### src/rtl/spi_fe_pkg.sv
package spi_fe_pkg;
  localparam logic [7:0] OP_WREN = 8'h06;
  localparam logic [7:0] OP_WRDI = 8'h04;
  localparam logic [7:0] OP_RDID = 8'h9F;
  localparam logic [7:0] OP_RDSR = 8'h05;
  localparam logic [7:0] OP_WRSR = 8'h01;
  localparam logic [7:0] OP_READ = 8'h03;
  localparam logic [7:0] OP_FAST = 8'h0B;
  localparam logic [7:0] OP_PP   = 8'h02;
  localparam logic [7:0] OP_SE_A = 8'h20;
  localparam logic [7:0] OP_SE_B = 8'hD8;
  localparam logic [7:0] OP_CE_A = 8'h60;
  localparam logic [7:0] OP_CE_B = 8'hC7;
  localparam logic [7:0] OP_DP   = 8'hB9;
  localparam logic [7:0] OP_RES  = 8'hAB;
  localparam logic [7:0] OP_REMS = 8'h90;
  localparam logic [7:0] OP_NONE = 8'h00;

  typedef enum logic [2:0] {
    REQ_NONE = 3'd0, REQ_WREN = 3'd1, REQ_WRDI = 3'd2, REQ_WRSR = 3'd3,
    REQ_PROG = 3'd4, REQ_SECT = 3'd5, REQ_CHIP = 3'd6, REQ_DPD = 3'd7
  } reqKind_e;

  typedef struct packed {
    logic       loadTx;
    logic [7:0] txByte;
    logic       outOn;
  } txStrobe_t;
endpackage

### src/rtl/spi_fe_datapath.sv
module spi_fe_datapath
  import spi_fe_pkg::*;
(
  input  logic      clk,
  input  logic      rstN,
  input  logic      csN,
  input  logic      sclk,
  input  logic      si,
  input  txStrobe_t strobe,
  output logic [7:0] rxByte,
  output logic      byteDone,
  output logic      csRise,
  output logic      frameAligned,
  output logic      so,
  output logic      soEn
);
  logic       sclkQ, csQ, soR, soEnR;
  logic [2:0] bitCnt;
  logic [6:0] shIn;
  logic [7:0] txBuf, outSh;
  logic       riseE, fallE;

  assign riseE        = !csN && sclk && !sclkQ;
  assign fallE        = !csN && !sclk && sclkQ;
  assign rxByte       = {shIn, si};
  assign byteDone     = riseE && (bitCnt == 3'd7);
  assign csRise       = csN && !csQ;
  assign frameAligned = (bitCnt == 3'd0);
  assign so           = soR;
  assign soEn         = soEnR;

  always_ff @(posedge clk or negedge rstN) begin
    if (!rstN) begin
      sclkQ  <= 1'b0;
      csQ    <= 1'b1;
      bitCnt <= '0;
      shIn   <= '0;
      txBuf  <= '0;
      outSh  <= '0;
      soR    <= 1'b0;
      soEnR  <= 1'b0;
    end else begin
      sclkQ <= sclk;
      csQ   <= csN;
      if (strobe.loadTx) txBuf <= strobe.txByte;
      if (csN) begin
        bitCnt <= '0;
        soEnR  <= 1'b0;
      end else begin
        if (riseE) begin
          shIn   <= {shIn[5:0], si};
          bitCnt <= bitCnt + 3'd1;
        end
        if (fallE) begin
          if (bitCnt == 3'd0) begin
            if (strobe.outOn) begin
              soR   <= txBuf[7];
              outSh <= {txBuf[6:0], 1'b0};
              soEnR <= 1'b1;
            end
          end else begin
            soR   <= outSh[7];
            outSh <= {outSh[6:0], 1'b0};
          end
        end
      end
    end
  end


  so_float_chk: assert property (@(posedge clk) disable iff (!rstN) csN |=> !soEn);

  so_hold_chk: assert property (@(posedge clk) disable iff (!rstN)
    (sclk || !sclkQ) |=> $stable(soR));
endmodule

### src/rtl/spi_fe_ctrl.sv
module spi_fe_ctrl
  import spi_fe_pkg::*;
#(
  parameter int         ADDR_W    = 22,
  parameter logic [7:0] MFR_ID    = 8'hE5,
  parameter logic [7:0] DEV_ID_HI = 8'h20,
  parameter logic [7:0] DEV_ID_LO = 8'h16,
  parameter logic [7:0] ELEC_ID   = 8'h15
) (
  input  logic              clk,
  input  logic              rstN,
  input  logic              csN,
  input  logic [7:0]        rxByte,
  input  logic              byteDone,
  input  logic              csRise,
  input  logic              frameAligned,
  input  logic [7:0]        statusIn,
  input  logic [7:0]        memRdData,
  output txStrobe_t         strobe,
  output logic              memRdEn,
  output logic [ADDR_W-1:0] memAddr,
  output logic              reqValid,
  output logic [2:0]        reqKind,
  output logic [23:0]       reqAddr,
  output logic [7:0]        reqData
);
  logic [7:0]        op, pageLow;
  logic [2:0]        byteIdx;
  logic [23:0]       addr, addrNext, addrLoad;
  logic [1:0]        idSel;
  logic              remsSel, dpMode, outMode, rdPend, memRdEnR, reqValidR;
  logic [ADDR_W-1:0] memAddrR;
  reqKind_e          kindR;
  logic [23:0]       reqAddrR;
  logic [7:0]        reqDataR;

  function automatic logic [7:0] idByte(input logic [1:0] s);
    case (s)
      2'd0:    idByte = MFR_ID;
      2'd1:    idByte = DEV_ID_HI;
      default: idByte = DEV_ID_LO;
    endcase
  endfunction

  assign addrNext = addr + 24'd1;
  assign addrLoad = {addr[15:0], rxByte};
  assign memRdEn  = memRdEnR;
  assign memAddr  = memAddrR;
  assign reqValid = reqValidR;
  assign reqKind  = kindR;
  assign reqAddr  = reqAddrR;
  assign reqData  = reqDataR;

  always_comb begin
    strobe.loadTx = 1'b0;
    strobe.txByte = 8'h00;
    strobe.outOn  = outMode;
    if (rdPend) begin
      strobe.loadTx = 1'b1;
      strobe.txByte = memRdData;
    end else if (byteDone) begin
      if (byteIdx == 3'd0) begin
        if (!dpMode && rxByte == OP_RDSR) begin
          strobe.loadTx = 1'b1; strobe.txByte = statusIn;
        end else if (!dpMode && rxByte == OP_RDID) begin
          strobe.loadTx = 1'b1; strobe.txByte = MFR_ID;
        end
      end else begin
        case (op)
          OP_RDSR: begin strobe.loadTx = 1'b1; strobe.txByte = statusIn; end
          OP_RDID: begin strobe.loadTx = 1'b1; strobe.txByte = idByte(idSel); end
          OP_REMS: begin
            if (byteIdx == 3'd3) begin
              strobe.loadTx = 1'b1; strobe.txByte = rxByte[0] ? ELEC_ID : MFR_ID;
            end else if (byteIdx >= 3'd4) begin
              strobe.loadTx = 1'b1; strobe.txByte = remsSel ? MFR_ID : ELEC_ID;
            end
          end
          OP_RES: if (byteIdx >= 3'd3) begin
            strobe.loadTx = 1'b1; strobe.txByte = ELEC_ID;
          end
          default: ;
        endcase
      end
    end
  end

  always_ff @(posedge clk or negedge rstN) begin
    if (!rstN) begin
      op <= OP_NONE; byteIdx <= '0; addr <= '0; idSel <= '0; remsSel <= 1'b0;
      dpMode <= 1'b0; outMode <= 1'b0; rdPend <= 1'b0; memRdEnR <= 1'b0;
      memAddrR <= '0; pageLow <= '0; reqValidR <= 1'b0; kindR <= REQ_NONE;
      reqAddrR <= '0; reqDataR <= '0;
    end else begin
      memRdEnR  <= 1'b0;
      reqValidR <= 1'b0;
      rdPend    <= memRdEnR;
      if (csRise && frameAligned) begin
        reqAddrR <= addr;
        reqDataR <= addr[7:0];
        case (op)
          OP_WREN: if (byteIdx == 3'd1) begin reqValidR <= 1'b1; kindR <= REQ_WREN; end
          OP_WRDI: if (byteIdx == 3'd1) begin reqValidR <= 1'b1; kindR <= REQ_WRDI; end
          OP_CE_A, OP_CE_B:
            if (byteIdx == 3'd1) begin reqValidR <= 1'b1; kindR <= REQ_CHIP; end
          OP_DP: if (byteIdx == 3'd1) begin
            reqValidR <= 1'b1; kindR <= REQ_DPD; dpMode <= 1'b1;
          end
          OP_SE_A, OP_SE_B:
            if (byteIdx == 3'd4) begin reqValidR <= 1'b1; kindR <= REQ_SECT; end
          OP_WRSR: if (byteIdx == 3'd2) begin reqValidR <= 1'b1; kindR <= REQ_WRSR; end
          default: ;
        endcase
      end
      if (csN) begin
        op <= OP_NONE; byteIdx <= '0; outMode <= 1'b0;
      end else if (byteDone) begin
        if (byteIdx != 3'd7) byteIdx <= byteIdx + 3'd1;
        if (byteIdx == 3'd0) begin
          op    <= (dpMode && rxByte != OP_RES) ? OP_NONE : rxByte;
          idSel <= 2'd1;
          if (rxByte == OP_RES) dpMode <= 1'b0;
          if (!dpMode && (rxByte == OP_RDSR || rxByte == OP_RDID)) outMode <= 1'b1;
        end else begin
          if (byteIdx <= 3'd3) addr <= addrLoad;
          case (op)
            OP_READ: begin
              if (byteIdx == 3'd3) begin
                memRdEnR <= 1'b1; memAddrR <= addrLoad[ADDR_W-1:0]; outMode <= 1'b1;
              end else if (byteIdx >= 3'd4) begin
                memRdEnR <= 1'b1; memAddrR <= addrNext[ADDR_W-1:0]; addr <= addrNext;
              end
            end
            OP_FAST: begin
              if (byteIdx == 3'd4) begin
                memRdEnR <= 1'b1; memAddrR <= addr[ADDR_W-1:0]; outMode <= 1'b1;
              end else if (byteIdx >= 3'd5) begin
                memRdEnR <= 1'b1; memAddrR <= addrNext[ADDR_W-1:0]; addr <= addrNext;
              end
            end
            OP_RDID: idSel <= (idSel == 2'd2) ? 2'd0 : idSel + 2'd1;
            OP_REMS: begin
              if (byteIdx == 3'd3) begin remsSel <= rxByte[0]; outMode <= 1'b1; end
              else if (byteIdx >= 3'd4) remsSel <= !remsSel;
            end
            OP_RES: if (byteIdx == 3'd3) outMode <= 1'b1;
            OP_PP: begin
              if (byteIdx == 3'd3) pageLow <= rxByte;
              else if (byteIdx >= 3'd4) begin
                reqValidR <= 1'b1; kindR <= REQ_PROG;
                reqAddrR  <= {addr[23:8], pageLow};
                reqDataR  <= rxByte;
                pageLow   <= pageLow + 8'd1;
              end
            end
            default: ;
          endcase
        end
      end
    end
  end


  cmd_at_deselect_chk: assert property (@(posedge clk) disable iff (!rstN)
    (reqValid && kindR != REQ_PROG) |-> $past(csN));

  dp_quiet_chk: assert property (@(posedge clk) disable iff (!rstN)
    (dpMode && $past(dpMode)) |-> (!memRdEnR && !outMode && !reqValidR));

  prog_live_chk: assert property (@(posedge clk) disable iff (!rstN)
    (reqValid && kindR == REQ_PROG) |-> !$past(csN));
endmodule

### src/rtl/spi_flash_fe.sv
module spi_flash_fe
  import spi_fe_pkg::*;
#(
  parameter int         ADDR_W    = 22,
  parameter logic [7:0] MFR_ID    = 8'hE5,
  parameter logic [7:0] DEV_ID_HI = 8'h20,
  parameter logic [7:0] DEV_ID_LO = 8'h16,
  parameter logic [7:0] ELEC_ID   = 8'h15
) (
  input  logic              clk,
  input  logic              rstN,
  input  logic              csN,
  input  logic              sclk,
  input  logic              si,
  output logic              so,
  output logic              soEn,
  input  logic [7:0]        statusIn,
  output logic              memRdEn,
  output logic [ADDR_W-1:0] memAddr,
  input  logic [7:0]        memRdData,
  output logic              reqValid,
  output logic [2:0]        reqKind,
  output logic [23:0]       reqAddr,
  output logic [7:0]        reqData
);
  txStrobe_t  strobe;
  logic [7:0] rxByte;
  logic       byteDone, csRise, frameAligned;

  spi_fe_datapath dp_i (
    .clk(clk), .rstN(rstN), .csN(csN), .sclk(sclk), .si(si), .strobe(strobe),
    .rxByte(rxByte), .byteDone(byteDone), .csRise(csRise),
    .frameAligned(frameAligned), .so(so), .soEn(soEn)
  );

  spi_fe_ctrl #(
    .ADDR_W(ADDR_W), .MFR_ID(MFR_ID), .DEV_ID_HI(DEV_ID_HI),
    .DEV_ID_LO(DEV_ID_LO), .ELEC_ID(ELEC_ID)
  ) ctrl_i (
    .clk(clk), .rstN(rstN), .csN(csN), .rxByte(rxByte), .byteDone(byteDone),
    .csRise(csRise), .frameAligned(frameAligned), .statusIn(statusIn),
    .memRdData(memRdData), .strobe(strobe), .memRdEn(memRdEn), .memAddr(memAddr),
    .reqValid(reqValid), .reqKind(reqKind), .reqAddr(reqAddr), .reqData(reqData)
  );
endmodule

### config.mk
export PLATFORM = sky130hd
export DESIGN_NAME = spi_flash_fe
export DESIGN_NICKNAME = d
export VERILOG_FILES = /design/src/rtl/spi_fe_pkg.sv /design/src/rtl/spi_fe_datapath.sv /design/src/rtl/spi_fe_ctrl.sv /design/src/rtl/spi_flash_fe.sv
export SDC_FILE = /design/constraint.sdc
export NUM_CORES = 1
export LEC_CHECK = 0
export ABC_AREA = 1
export BUFFER_PORTS_ARGS = -buffer_cell sky130_fd_sc_hd__buf_2
export CORE_MARGIN = 4
export CORE_UTILIZATION = 65
export DETAILED_ROUTE_END_ITERATION = 10
export GPL_TIMING_DRIVEN = 0
export PLACE_DENSITY_LB_ADDON = 0.15
export SKIP_CTS_REPAIR_TIMING = 1
export SLEW_MARGIN = 30
export SYNTH_ARGS = -nofsm -noshare
export SYNTH_HDL_FRONTEND = slang
export SYNTH_HIERARCHICAL = 1
export SYNTH_SLANG_ARGS = --single-unit
### constraint.sdc
create_clock -name clk -period 5.43 [get_ports clk]
set_input_delay 0.2715 -clock clk [delete_from_list [all_inputs] [get_ports clk]]
set_output_delay 0.2715 -clock clk [all_outputs]
set_load 0.05 [all_outputs]
======== Word-level counts from Yosys, hierarchy flattened ========
Cells that the tools add are included.
cells by class
  mux-type cells .......................... 108
  $lt $le $gt $ge ......................... 4
  equal/unequal tests ..................... 33
  $add $sub $neg .......................... 5
  reduce and logical (&&, ||, !) cells .... 47
  bitwise operators ....................... 2
operators by type and width
  operator                                       count
  2-to-1 mux 24 bit                              12
  2-to-1 mux 8 bit                               17
  2-to-1 mux 22 bit                              4
  2-to-1 mux 9 bit                               8
  == test 8 bit, second input constant           8
  2-to-1 mux 3 bit                               18
  one-hot mux 24 bit (2 select lines)            1
  one-hot mux 22 bit (2 select lines)            1
  2-to-1 mux 1 bit                               38
  one-hot mux 9 bit (4 select lines)             1
  == test 8 x 3 -> 1 bit, second input constant  4
  adder 24 x 1 -> 24 bit, second input constant  1
  nonzero test 2 bit                             10
  one-hot mux 3 bit (6 select lines)             1
  == test 8 x 2 -> 1 bit, second input constant  2
  one-hot mux 8 bit (2 select lines)             1
  AND reduction 5 bit                            3
  AND reduction 3 bit                            4
  logical AND 1 bit                              11
  adder 8 x 1 -> 8 bit, second input constant    1
  == test 8 x 1 -> 1 bit, second input constant  1
  == test 8 x 4 -> 1 bit, second input constant  1
  == test 8 x 6 -> 1 bit, second input constant  1
  == test 8 x 7 -> 1 bit, second input constant  1
  30 further kinds                               49
word-level totals
  flip-flop bits (word level) ............. 138
  input port bits ......................... 21
  output and inout bits ................... 61
  word-level logic and storage cells ...... 222

======== Longest topological paths before layout ========
  depth after elaboration ................. 10
  depth in mapped cells ................... 14

======== Cells and area by module ========
Netlist, hierarchy kept.
by module, submodules not included
  module           cells an instance  times used  area an instance (sq um)
  spi_fe_ctrl      1099               1           7267.0
  spi_fe_datapath  140                1           1293.7

======== Worst setup path before layout ========
No wires, ideal clock.
  kind .................................... reg-to-reg
  from .................................... reg ctrl_i.byteIdx[0]
  to ...................................... reg dp_i.txBuf[0]
  arrival ................................. 1843 ps
  stages on the path, launching flop included .. 10
  slack ................................... 3459 ps
  buffers on the path ..................... 2
  data required time ...................... 5302 ps
  path through ............................ dfrtp_1 -> ha_1 -> ha_1 -> buf_2 -> o21bai_1 -> nand2_1 -> nor3_1 -> o21bai_1 -> buf_2 -> mux2_1
RTL lines
  element                 line                   source
  start, declared         spi_fe_ctrl.sv:28      logic [2:0] byteIdx;
  start signal, assigned  spi_fe_ctrl.sv:118     if (byteIdx != 3'd7) byteIdx <= byteIdx + 3'd1;
  end signal, assigned    spi_fe_datapath.sv:45  if (strobe.loadTx) txBuf <= strobe.txByte;
  end, declared           spi_fe_datapath.sv:20  logic [7:0] txBuf, outSh;

======== Final worst setup path ========
  from .................................... reg ctrl_i.byteIdx[1]
  to ...................................... reg ctrl_i.reqAddrR[16] (netlist: ctrl_i/reqAddr[16])
on the way
  cells in the longest elaborated chain, start to end .. 7
RTL lines
  element                            line                source
  greater-or-equal comparator 3 bit  spi_fe_ctrl.sv:149  else if (byteIdx >= 3'd4) begin
  2-to-1 mux 24 bit                  spi_fe_ctrl.sv:149
  2-to-1 mux 24 bit                  spi_fe_ctrl.sv:148  if (byteIdx == 3'd3) pageLow <= rxByte;
  2-to-1 mux 24 bit                  spi_fe_ctrl.sv:126  case (op)
  2-to-1 mux 24 bit (*)              spi_fe_ctrl.sv:119  if (byteIdx == 3'd0) begin
  2-to-1 mux 24 bit (*)              spi_fe_ctrl.sv:117  end else if (byteDone) begin
  2-to-1 mux 24 bit (*)              spi_fe_ctrl.sv:115  if (csN) begin
  end signal, assigned               spi_fe_ctrl.sv:99   reqAddrR <= addr;
  end signal, assigned               spi_fe_ctrl.sv:151  reqAddrR <= {addr[23:8], pageLow};
  end, declared                      spi_fe_ctrl.sv:34   logic [23:0] reqAddrR;
Every way passes the cells marked *; elsewhere a longest branch is shown, timed or not.
A chain may end at the register's enable or synchronous reset.

==> out/results.ini <==
[cells_and_area]
final_common_cell=nand2_1
layout_common_cells=nand2_1, dfrtp_1, nor2_1
drive_gt1_share_pct=13.4
fillCellCount=953
diodes=0
area_growth_pct=15.2
fin_nets=1375

[worst_setup_path]
arrival_ns=2.86
r2r_start=ctrl_i/byteIdx[1]$_DFFE_PN0P_
r2r_end=ctrl_i/reqAddr[16]$_DFF_PN0_
required_ns=5.73
crit_path_end_kind=flip-flop
crit_path_max_fanout=10
start_kind=flip-flop
worst-r2r-cell-count=8
path_class=reg2reg
rrSetupSlack_ns=2.87

[place]
gp_congestion=1.02
hpwlAfterDp_um=19600
place_ws_ns=2.95
port-buffer-count=81

[routing]
viasPerCell=6.02
first_iter_violations=1231
firstDrtPassIters=7
vias=9192
antenna_left=0
drc=0
post_drt_wl_per_cell_um=17.9
totalWireLength_um=27400

[clock_network]
path_clk_slew_ns=0.06
h-tree-depth=4
clk_latency_ns=0.43
cts_sinks=137
clk_path_buf_depth=2
root_buffer=clkbuf_16
cts_tree=built
cts-buffers-inserted=17

[synth]
syn_avg_cell_area_sq_um=6.91
ys_warn_count=6
yosysTopAreaCell=dfrtp_1
syn_nets=1272
ys_types=43
synth_area_sq_um=8560
synth_top_cell_area_share_pct=39.8
yosysSeqAreaShare_pct=40.1
synthCells=1239
ys_ff_latch=137
synth_area_leaders=dfrtp_1, nand2_1, nand3_1

[timing]
slew_headroom_pct=49.9
post-route-min-period_ns=2.56
finalCritPeriodShare_pct=47.1
grt_setup_unrepaired=no
setup_tns_ns=0
finalClockSkew_ns=0.0191
setup_viol=0
finalHoldViolCount=0
worst_pin_slew_ns=0.751
worst_slack_ns=2.87
max_freq_mhz=391
drv_slew=0

[floorplanning]
die-area_sq_um=15100
die_w_um=123
pin_count=82
initial_core_util_pct=67.0
dieHeight_um=123
core_area_sq_um=12800
fp-row-count=41

[grt]
first_global_vias=8828
grt_max_degree=84
grt_remaining_overflow=0
grt_use_total_pct=37.8
antenna_found_initial=0
grt_first_pass_wirelength_um=44000

[power]
vdd_drop_max_mv=0.213
power_density_nw_per_um2=293
p_leak_nw=5.19

[min_path]
hp-start=csN
hp-class=in2reg
holdPathStages=1
holdPathEnd=dp_i/csQ$_DFF_PN1_

[run]
max-cap-violations=0

[status]
status=completed

## flip-flops by register name, summed over array words and instances, names as in the netlist, 7 cells and up
register        count
dp_i/shIn           7
ctrl_i/memAddr     22
dp_i/txBuf          8
ctrl_i/reqAddr     24
ctrl_i/reqData      8
dp_i/outSh          7
ctrl_i/op           8
ctrl_i/pageLow      8
ctrl_i/addr        24
## cell usage after synthesis, drive strengths merged
| master | count |
|---|---|
| inv | 114 |
| a31oi | 10 |
| o21a | 5 |
| dfrtp | 136 |
| o21ai | 81 |
| nor2 | 141 |
| nand4 | 11 |
| dfstp | 1 |
| o2111ai | 2 |
| o21bai | 2 |
| buf | 31 |
| a21oi | 82 |
| nor3 | 17 |
| nand3 | 104 |
| o221ai | 1 |
| o31ai | 1 |
| o22ai | 5 |
| nand2 | 434 |
| xor2 | 9 |
| o211ai | 15 |
| clkbuf | 10 |
| clkinv | 1 |
| nand3b | 2 |
| a21boi | 1 |
| a32oi | 2 |
| or2 | 1 |
| ha | 12 |
| mux2 | 8 |
## power by group
group          switching [mW]  internal [mW]
Combinational           0.385          0.130
Sequential             0.0618           1.08
Clock                   0.462          0.771
## routing by layer
metal / up-vias / wire, um / track usage, %
li1: 4235 / - / -
met5: - / 0 / 0
met2: 653 / 12400 / 59.1
met1: 4170 / 10600 / 49.6
met3: 134 / 3130 / 9.40
met4: 0 / 1290 / 16.9
## logic make-up (layout without fill, tap and decap cells)
| kind of cell | Yosys count | after routing | share of synthesized area, % |
|---|---|---|---|
| AND/OR/NAND/NOR | 710 | 710 | 35.2 |
| multiplexers | 8 | 8 | 1.05 |
| XOR/XNOR | 9 | 9 | 0.921 |
| adder cells (fa/ha/maj) | 12 | 12 | 1.75 |
| flip-flops | 137 | 137 | 40.1 |
| buffers and inverters | 156 | 272 | 7.78 |
| AO/OA/AOI/OAI | 207 | 207 | 13.2 |
## worst max-delay path by stage
| stage | cells after the start | endpoint | from |
|---|---|---|---|
| 4_1_cts | 9 | ctrl_i/reqAddr[20]$_DFF_PN0_ | ctrl_i/byteIdx[1]$_DFFE_PN0P_ |
| 5_1_grt | 10 | ctrl_i/memAddr[10]$_DFFE_PN0P_ | ctrl_i/addr[0]$_DFFE_PN0P_ |
| 6_report | 8 | ctrl_i/reqAddr[16]$_DFF_PN0_ | ctrl_i/byteIdx[1]$_DFFE_PN0P_ |
| 3_3_place_gp | 1 | dp_i/outSh[5]$_DFFE_PN0P_ | rstN |
| 3_5_place_dp | 11 | ctrl_i/reqAddr[12]$_DFF_PN0_ | csN |
| 2_1_floorplan | 9 | dp_i/txBuf[0]$_DFFE_PN0P_ | ctrl_i/byteIdx[0]$_DFFE_PN0P_ |
## worst max-delay path: stages, from the launching register on
cell and delay (ns):
dfrtp_1 0.43, ha_1 0.24, ha_1 0.18, buf_2 0.19, nor2_1 0.26, nand3_1 0.44, nand2_1 0.33, buf_2 0.26
a21oi_1 0.10
## cell type report
class,count,area [sq um],area share [%]
Clock buffer,18,429,4.35
Sequential cell,137,3430,34.8
Inverter,115,432,4.38
Tap cell,172,215,2.18
Multi-Input combinational cell,946,4470,45.3
Buffer,41,234,2.37
Clock inverter,14,196,1.99
Timing Repair Buffer,84,463,4.69
## per-stage QoR
step | total power [mW] | utilization, % | cells | instance area (sq um) | hold WS [ns]
floorplan | 1.50 | - | 1239 | 8560 | -0.0241
global placement | 1.65 | 71.9 | 1492 | 9180 | 0.367
detailed placement | 1.66 | 72.2 | 1493 | 9220 | 0.218
CTS | 2.88 | 77.1 | 1525 | 9840 | -0.236
global route | 2.99 | 77.2 | 1527 | 9860 | 0.0310
finish | 2.89 | 77.2 | 1527 | 9860 | 0.0300
(Power assumes the default switching activity.)
